===== config.mk =====
export PLATFORM = sky130hd
export DESIGN_NAME = pport_slave
export DESIGN_NICKNAME = d
export VERILOG_FILES = /design/src/rtl/pport_pkg.sv /design/src/rtl/pport_sync.sv /design/src/rtl/pport_phase.sv /design/src/rtl/pport_access.sv /design/src/rtl/pport_slave.sv
export SDC_FILE = /design/constraint.sdc
export NUM_CORES = 1
export LEC_CHECK = 0
export ABC_AREA = 0
export BUFFER_PORTS_ARGS = -buffer_cell sky130_fd_sc_hd__buf_2
export CORE_MARGIN = 2
export CORE_UTILIZATION = 49
export DETAILED_ROUTE_END_ITERATION = 10
export PLACE_DENSITY = 0.84
export SYNTH_ARGS = -nofsm -noshare
export SYNTH_HDL_FRONTEND = slang
export SYNTH_SLANG_ARGS = --single-unit

===== constraint.sdc =====
create_clock -name clk -period 1.6 [get_ports clk]
set_clock_uncertainty 0.1 [all_clocks]
set_input_delay 0.4 -clock clk [delete_from_list [all_inputs] [get_ports clk]]
set_output_delay 0.4 -clock clk [all_outputs]
set_load 0.01 [all_outputs]

===== src/rtl/pport_pkg.sv =====
package pport_pkg;
  localparam int unsigned STAT_IBF  = 7;
  localparam int unsigned STAT_OBF  = 6;
  localparam int unsigned STAT_OVF  = 5;
  localparam int unsigned STAT_MODE = 4;
  localparam int unsigned STAT_W    = 8;
endpackage


===== src/rtl/pport_sync.sv =====
module pport_sync #(
  parameter int unsigned WIDTH   = 3,
  parameter int unsigned STAGES  = 2,
  parameter logic        RST_VAL = 1'b1
) (
  input  logic             clk,
  input  logic             rst,
  input  logic [WIDTH-1:0] d,
  output logic [WIDTH-1:0] q
);
  logic [STAGES-1:0][WIDTH-1:0] stg;

  for (genvar g = 0; g < STAGES; g++) begin : g_stage
    if (g == 0) begin : g_first
      always_ff @(posedge clk) begin
        if (rst) stg[g] <= {WIDTH{RST_VAL}};
        else     stg[g] <= d;
      end
    end else begin : g_next
      always_ff @(posedge clk) begin
        if (rst) stg[g] <= {WIDTH{RST_VAL}};
        else     stg[g] <= stg[g-1];
      end
    end
  end

  assign q = stg[STAGES-1];
endmodule


===== src/rtl/pport_phase.sv =====
module pport_phase #(
  parameter int unsigned PHASE_CNT = 4,
  parameter int unsigned ARM_PH    = 1
) (
  input  logic clk,
  input  logic rst,
  output logic arm_ph,
  output logic set_ph
);
  localparam int unsigned PW     = (PHASE_CNT > 1) ? $clog2(PHASE_CNT) : 1;
  localparam int unsigned SET_PH = PHASE_CNT - 1;

  logic [PW-1:0] cnt;

  always_ff @(posedge clk) begin
    if (rst)                          cnt <= '0;
    else if (cnt == PW'(SET_PH))      cnt <= '0;
    else                              cnt <= cnt + 1'b1;
  end

  assign arm_ph = (cnt == PW'(ARM_PH));
  assign set_ph = (cnt == PW'(SET_PH));
endmodule


===== src/rtl/pport_access.sv =====
module pport_access (
  input  logic clk,
  input  logic rst,
  input  logic enable,
  input  logic sel_n,
  input  logic strb_n,
  input  logic arm_ph,
  input  logic set_ph,
  output logic active,
  output logic start,
  output logic commit
);
  logic act_q;
  logic finish;
  logic pend_q;
  logic armed_q;

  assign active = enable & ~sel_n & ~strb_n;
  assign start  = active & ~act_q;
  assign finish = enable & act_q & ~active;
  assign commit = armed_q & set_ph;

  always_ff @(posedge clk) begin
    if (rst) act_q <= 1'b0;
    else     act_q <= active;
  end

  always_ff @(posedge clk) begin
    if (rst || !enable) begin
      pend_q  <= 1'b0;
      armed_q <= 1'b0;
    end else begin
      if (finish)                pend_q <= 1'b1;
      else if (pend_q && arm_ph) pend_q <= 1'b0;

      if (pend_q && arm_ph)      armed_q <= 1'b1;
      else if (armed_q && set_ph) armed_q <= 1'b0;
    end
  end
endmodule


===== src/rtl/pport_slave.sv =====
module pport_slave
  import pport_pkg::*;
#(
  parameter int unsigned DATA_W      = 8,
  parameter int unsigned SYNC_STAGES = 2,
  parameter int unsigned PHASE_CNT   = 4,
  parameter int unsigned IBF_HOLD    = PHASE_CNT
) (
  input  logic              clk,
  input  logic              rst,
  input  logic              ext_cs_n,
  input  logic              ext_wr_n,
  input  logic              ext_rd_n,
  input  logic [DATA_W-1:0] ext_data_in,
  output logic [DATA_W-1:0] ext_data_out,
  output logic              ext_data_oe,
  input  logic              cpu_sel,
  input  logic              cpu_wr,
  input  logic              cpu_rd,
  input  logic [DATA_W-1:0] cpu_wdata,
  output logic [DATA_W-1:0] cpu_rdata,
  input  logic              cpu_irq_clr,
  input  logic              irq_en,
  output logic              irq
);
  localparam int unsigned HW = $clog2(IBF_HOLD + 1);

  logic [2:0]        pins_s;
  logic              cs_s, wr_s, rd_s;
  logic              arm_ph, set_ph;
  logic              wr_active, wr_start, wr_commit;
  logic              rd_active, rd_start, rd_commit;
  logic              unused_acc;

  logic              ibf_q, obf_q, ovf_q, mode_q, int_flag_q;
  logic [HW-1:0]     hold_cnt;
  logic [DATA_W-1:0] wr_buf, in_latch_q, out_latch_q;
  logic [DATA_W-1:0] status;

  logic data_rd, data_wr, stat_wr, accept;

  pport_sync #(.WIDTH(3), .STAGES(SYNC_STAGES), .RST_VAL(1'b1)) u_sync (
    .clk (clk),
    .rst (rst),
    .d   ({ext_cs_n, ext_wr_n, ext_rd_n}),
    .q   (pins_s)
  );
  assign cs_s = pins_s[2];
  assign wr_s = pins_s[1];
  assign rd_s = pins_s[0];

  pport_phase #(.PHASE_CNT(PHASE_CNT), .ARM_PH(1)) u_phase (
    .clk    (clk),
    .rst    (rst),
    .arm_ph (arm_ph),
    .set_ph (set_ph)
  );

  pport_access u_wr_acc (
    .clk    (clk),
    .rst    (rst),
    .enable (mode_q),
    .sel_n  (cs_s),
    .strb_n (wr_s),
    .arm_ph (arm_ph),
    .set_ph (set_ph),
    .active (wr_active),
    .start  (wr_start),
    .commit (wr_commit)
  );

  pport_access u_rd_acc (
    .clk    (clk),
    .rst    (rst),
    .enable (mode_q),
    .sel_n  (cs_s),
    .strb_n (rd_s),
    .arm_ph (arm_ph),
    .set_ph (set_ph),
    .active (rd_active),
    .start  (rd_start),
    .commit (rd_commit)
  );

  assign unused_acc = wr_start ^ rd_active;

  assign data_rd = cpu_rd & ~cpu_sel;
  assign data_wr = cpu_wr & ~cpu_sel;
  assign stat_wr = cpu_wr &  cpu_sel;
  assign accept  = wr_commit & ~ibf_q;

  always_comb begin
    status            = '0;
    status[STAT_IBF]  = ibf_q;
    status[STAT_OBF]  = obf_q;
    status[STAT_OVF]  = ovf_q;
    status[STAT_MODE] = mode_q;
  end

  always_ff @(posedge clk) begin
    if (rst)            wr_buf <= '0;
    else if (wr_active) wr_buf <= ext_data_in;
  end

  always_ff @(posedge clk) begin
    if (rst)         in_latch_q <= '0;
    else if (accept) in_latch_q <= wr_buf;
  end

  always_ff @(posedge clk) begin
    if (rst)          out_latch_q <= '0;
    else if (data_wr) out_latch_q <= cpu_wdata;
  end

  always_ff @(posedge clk) begin
    if (rst) begin
      mode_q <= 1'b0;
      ovf_q  <= 1'b0;
    end else begin
      if (stat_wr) begin
        mode_q <= cpu_wdata[STAT_MODE];
        ovf_q  <= cpu_wdata[STAT_OVF];
      end
      if (wr_commit && ibf_q) ovf_q <= 1'b1;
    end
  end

  always_ff @(posedge clk) begin
    if (rst || !mode_q) begin
      ibf_q    <= 1'b0;
      hold_cnt <= '0;
    end else if (accept) begin
      ibf_q    <= 1'b1;
      hold_cnt <= HW'(IBF_HOLD);
    end else begin
      if (data_rd && hold_cnt == '0) ibf_q <= 1'b0;
      if (hold_cnt != '0)            hold_cnt <= hold_cnt - 1'b1;
    end
  end

  always_ff @(posedge clk) begin
    if (rst || !mode_q) obf_q <= 1'b0;
    else if (data_wr)   obf_q <= 1'b1;
    else if (rd_start)  obf_q <= 1'b0;
  end

  always_ff @(posedge clk) begin
    if (rst)                         int_flag_q <= 1'b0;
    else if (wr_commit || rd_commit) int_flag_q <= 1'b1;
    else if (cpu_irq_clr)            int_flag_q <= 1'b0;
  end

  always_ff @(posedge clk) begin
    if (rst)         cpu_rdata <= '0;
    else if (cpu_rd) cpu_rdata <= cpu_sel ? status : in_latch_q;
  end

  assign irq          = int_flag_q & irq_en;
  assign ext_data_out = out_latch_q;
  assign ext_data_oe  = mode_q & ~ext_cs_n & ~ext_rd_n;
endmodule


-- Yosys cells after proc, flatten, opt, wreduce, memory -nomap -nowiden
Cells that the tools add are included.
- bitwise logic cells: 27
- eq/ne operators: 2
- reduce and logical (&&, ||, !) cells: 22
- multiplexer cells: 19
- add/subtract/negate cells: 2
- operator list (operator ; count):
    nonzero test 2 bit ; 9
    bitwise AND 1 bit ; 17
    2-to-1 mux 1 bit ; 16
    NOT 1 bit ; 10
    2-to-1 mux 8 bit ; 1
    logical AND 1 bit ; 6
    2-to-1 mux 3 bit ; 2
    OR reduction 2 bit ; 2
    zero test 3 bit ; 1
    nonzero test 3 bit ; 1
    subtractor 3 x 1 -> 3 bit, second input constant ; 1
    adder 2 x 1 -> 2 bit, second input constant ; 1
    == test 2 x 1 -> 1 bit, second input constant ; 1
    == test 2 bit, second input constant ; 1
    logical OR 1 bit ; 2
    zero test 1 bit ; 1
- bits in registers: 54
- input bits: 26
- logic and storage cells: 92

-- Depth between registers and ports, before layout
- word-level depth: 6
- mapped depth: 6

-- By module
A second synthesis with hierarchy kept.
- cells, all modules: 226
- area, all modules: 2112.0 um^2
- modules (own cells, without submodules) (module ; sequential area each (um^2) ; area each (um^2) ; times used ; cells an instance):
    pport_slave ; 800.8 ; 1592.8 ; 1 ; 176
    pport_access ; 60.1 ; 130.1 ; 2 ; 14
    pport_sync ; 120.1 ; 180.2 ; 1 ; 15
    pport_phase ; 40.0 ; 78.8 ; 1 ; 7

-- Worst setup path after synthesis
OpenSTA, ideal clock, no wires.
- path type: register to register
- start: reg u_phase.cnt[0]
- end: reg ibf_q
- path slack: 0.332 ns
- cell stages (with the launch flop): 6
- data arrival time: 1.042 ns
- cells stage by stage: dfxtp_1 ha_1 and3b_1 buf_2 a21oi_1 nor2_1
- longest elaborated chain between the ends: 4
- ends and longest elaborated chain (item ; line ; source):
    start: declaration ; pport_phase.sv:13 ; logic [PW-1:0] cnt;
    start signal: assignment ; pport_phase.sv:18 ; else cnt <= cnt + 1'b1;
    == test 2 bit * ; pport_phase.sv:22 ; assign set_ph = (cnt == PW'(SET_PH));
    bitwise AND 1 bit * ; pport_access.sv:21 ; assign commit = armed_q & set_ph;
    bitwise AND 1 bit * ; pport_slave.sv:90 ; assign accept = wr_commit & ~ibf_q;
    2-to-1 mux 1 bit / nonzero test 2 bit (equally long branches) ; - ;
    end signal: assignment ; pport_slave.sv:130 ; ibf_q <= 1'b0;
    end signal: assignment ; pport_slave.sv:133 ; ibf_q <= 1'b1;
    end signal: assignment ; pport_slave.sv:136 ; if (data_rd && hold_cnt == '0) ibf_q <= 1'b0;
    end: declaration ; pport_slave.sv:35 ; logic ibf_q, obf_q, ovf_q, mode_q, int_flag_q;
Mark *: on every way between the ends. The rest lies on a longest branch, timed or not.
A chain may end at the register's enable or synchronous reset.

-- Final worst setup path
- start: reg mode_q
- end: out ext_data_oe
- longest elaborated chain between the ends: 2
- ends and longest elaborated chain (item ; line ; source):
    start: declaration ; pport_slave.sv:35 ;
    start signal: assignment ; pport_slave.sv:121 ; mode_q <= cpu_wdata[STAT_MODE];
    bitwise AND 1 bit (2 in series) ; pport_slave.sv:160 ; assign ext_data_oe = mode_q & ~ext_cs_n & ~ext_rd_n;
    end: declaration ; pport_slave.sv:16 ; output logic ext_data_oe,
No other way between the ends.

==> results.md <==
- Status: complete, no violations
- Crit path capture type: output pin
- Final setup TNS: 0 ns
- Core Area: 3970 µm²
- Slowest-stage cell, CP: dfxtp_4
- Fin area: roughly 2300 µm²
- Max-cap violations: 0
- Area Overhead vs Synth: 16.7%
- Clock power frac: between 30% and 40%
- Final Worst Setup Slack: about 0.10 ns
- Routed len/inst: ~11 µm
- Register share of total power: 60.8%
- Commonest cells after routing, fill and taps aside: dfxtp_1 (53), nand2_1 (50), buf_2 (43)
- Minimum clock period: about 1.5 ns
- CTS tree: built
- Max-slew violation count: 0
- Sequential share of the synthesized area: a little over half
- IO Port Bufs: 43
- Pwr dens: 979 nW/µm²
- Post-DP HPWL: approximately 2700 µm
- Final period util: between 90% and 100%
- Internal power: approximately 1.8 mW
- Synth Warn #: 0
- Sinks on Clock Net: 54
- Dpl cells: 309
- DRC: 0
- Final #Nets: 297
- Final setup vio count: 0
- Total power: between 2 and 2.5 mW
- Final std cells w/o fill: 317
- Avg Synthesized Cell Area: around 8.9 µm²
- RSZ-0062 raised after global routing: false
- I/O pin count: 44
- Routed vias/inst: 4.88
- F_max: 0.668 GHz
- Post-Syn Nets: 257
- Antenna Nets Post-Route: 0
- Pleak: about 0.94 nW
- Placed Area: approximately 2200 µm²
- Final hold viol count: 0
- CTS max path bufs: 2
- CTS resizes: 1
- Chip width: 67.9 µm
- Worst EP required: 1.10 ns
- Post-synth top area cell: dfxtp_1
- Initial Util: 50.4%
- Root Buffer: clkbuf_8
- Ant diodes: 0
- Cell Rows: 23
- Yosys cell types: 27
- Switching part of the total: between 20% and 30%
- Critical path class: flip-flop to output pin
- Die Span Y: between 60 and 70 µm
- Top area cells in the synthesized netlist: dfxtp_1 (54%), nand2_1 (9.4%), a21oi_1 (9.0%)
- Crit path DAT: 1.00 ns
- CTS Hold Buffers Added: 0
- Post-Syn Instances: about 230
- Initial DRC Count: 48
- Setup crit start kind: flip-flop
- Via count: ~1500
- Post-CTS Setup Bufs: 0
- Critical path, cell by cell: nor3b_1 > buf_2
- Total number of H-tree levels: 2
- Die Area: 4610 µm²
- Logic pwr share: 6.6%
- Rel. slew slack: a little over three fifths
- Post-Route WL: around 3600 µm
- Pre-CTS WS: ~0.15 ns
- FF+latch count, synth: between 50 and 60
- Initial antenna violation count: 0
- Most common cell after layout, fill and taps aside: dfxtp_1
- Grt ovf: 0
- Max VDD drop: between 0.8 and 0.9 mV
- DRT Pass-1 Iters: 4
- Largest net degree at the start of global routing: 23
- Worst-path clk slew: ~0.09 ns
- Vias in the first global route: between 1000 and 1500
- Global-route wire length before repair: roughly 6000 µm
- Switching power: 0.494 mW
- Clk Latency, worst-skew pair: approximately 0.29 ns
- RePlAce Congestion: slightly above 0.7
- Number of buffers created by CTS: 5
- Crit-path max FO: 7
- Share of post-route cells with drive strength above 1: about 23%
- Worst slew pin tran: between 0.5 and 0.6 ns
- Synth Cell Area: between 2000 and 2500 µm²
- Synth top area share: a little over half
- Worst stage delay on the critical path: 0.39 ns
- Hold WC Path Type: input pin to flip-flop
- GRT Total Usage: between 10% and 20%
[per-stage QoR]
step	utilization [%]	hold slack [ns]
2_1_floorplan	-	0.289
3_3_place_gp	56.4	0.292
3_5_place_dp	56.4	0.297
4_1_cts	58.7	0.180
5_1_grt	58.8	0.178
6_report	58.8	0.186
[final timing paths]
check / cells past startpoint / slack, ns / to / from
worst max register to register: 4 / 0.22 / in_latch_q[3]$_SDFFE_PP0P_ / u_phase.cnt[0]$_SDFF_PP0_
worst min register to register: 1 / 0.32 / u_sync.q[0]$_SDFF_PP1_ / u_sync.stg[0]$_SDFF_PP1_
worst max-delay path: 2 / 0.10 / ext_data_oe / mode_q$_SDFFE_PP0P_
worst min-delay path: 2 / 0.19 / u_sync.stg[1]$_SDFF_PP1_ / ext_wr_n
[cell families after synthesis]
family,Yosys count,share of synthesized area (%)
buf+inv,19,4.19
compound gates,45,12.2
flops,54,54.0
mux,6,3.00
xor+xnor,1,0.438
fa+ha+maj,5,3.13
simple gates,96,23.0
[cells in the mapped netlist]
cell type and count:
mux2i_1 6, or3b_1 2, inv_1 6, a211oi_1 4, o21ai_0 1, nor3b_2 1, a22oi_1 2, nand2b_1 7
xor2_1 1, and3b_1 1, a21oi_2 1, a21oi_1 36, nor3_1 4, nand3b_1 6, nor2b_1 3, o21ai_1 1
or2_2 6, buf_2 4, ha_1 5, nor2_1 12, and2_1 1, nand2_1 50, dfxtp_1 54, nand3_1 2
buf_6 1, nor3b_1 1, clkbuf_1 8
[state kept, by name, summed over array words and instances, names as in the netlist]
name	count
mode_q	1
u_rd_acc.act_q	1
u_sync.q	3
u_sync.stg	3
int_flag_q	1
ext_data_out	8
u_rd_acc.armed_q	1
u_wr_acc.act_q	1
u_phase.cnt	2
ibf_q	1
ovf_q	1
in_latch_q	8
obf_q	1
hold_cnt	3
u_wr_acc.armed_q	1
wr_buf	8
u_wr_acc.pend_q	1
cpu_rdata	8
u_rd_acc.pend_q	1
[final cells by class]
class | count | area, µm²
fill | 357 | 1640
clock inverter | 1 | 5.00
inverter | 6 | 22.5
clock buffer | 7 | 86.3
tap | 50 | 62.6
sequential | 54 | 1080
multi-input combinational | 153 | 836
timing repair buffer | 46 | 238
[per-layer routing]
layer  part of all wire (%)  vias to the layer above  global-route usage, %
li1                       -                      825                      -
met2                     51                       29                   28.6
met4                   0.42                        0                   6.50
met3                    3.2                        2                   4.44
met5                      0                        -                      0
met1                     45                      691                   21.8
[power by group through the flow]
stage	Sequential, mW	Combinational (mW)	Clock (mW)
finish	1.39	0.150	0.746
global route	1.39	0.173	0.830
CTS	1.39	0.151	0.771
detailed placement	1.42	0.151	0
global placement	1.42	0.146	0
floorplan	1.43	0.0826	0
[worst max-delay path, delay by kind of cell (launching register included)]
family / cells / cell delay, ns
buffers and inverters: 1 / 0.15
DFF: 1 / 0.39
and+or+nand+nor: 1 / 0.16
Note: power is estimated with default switching activity, not from simulation.
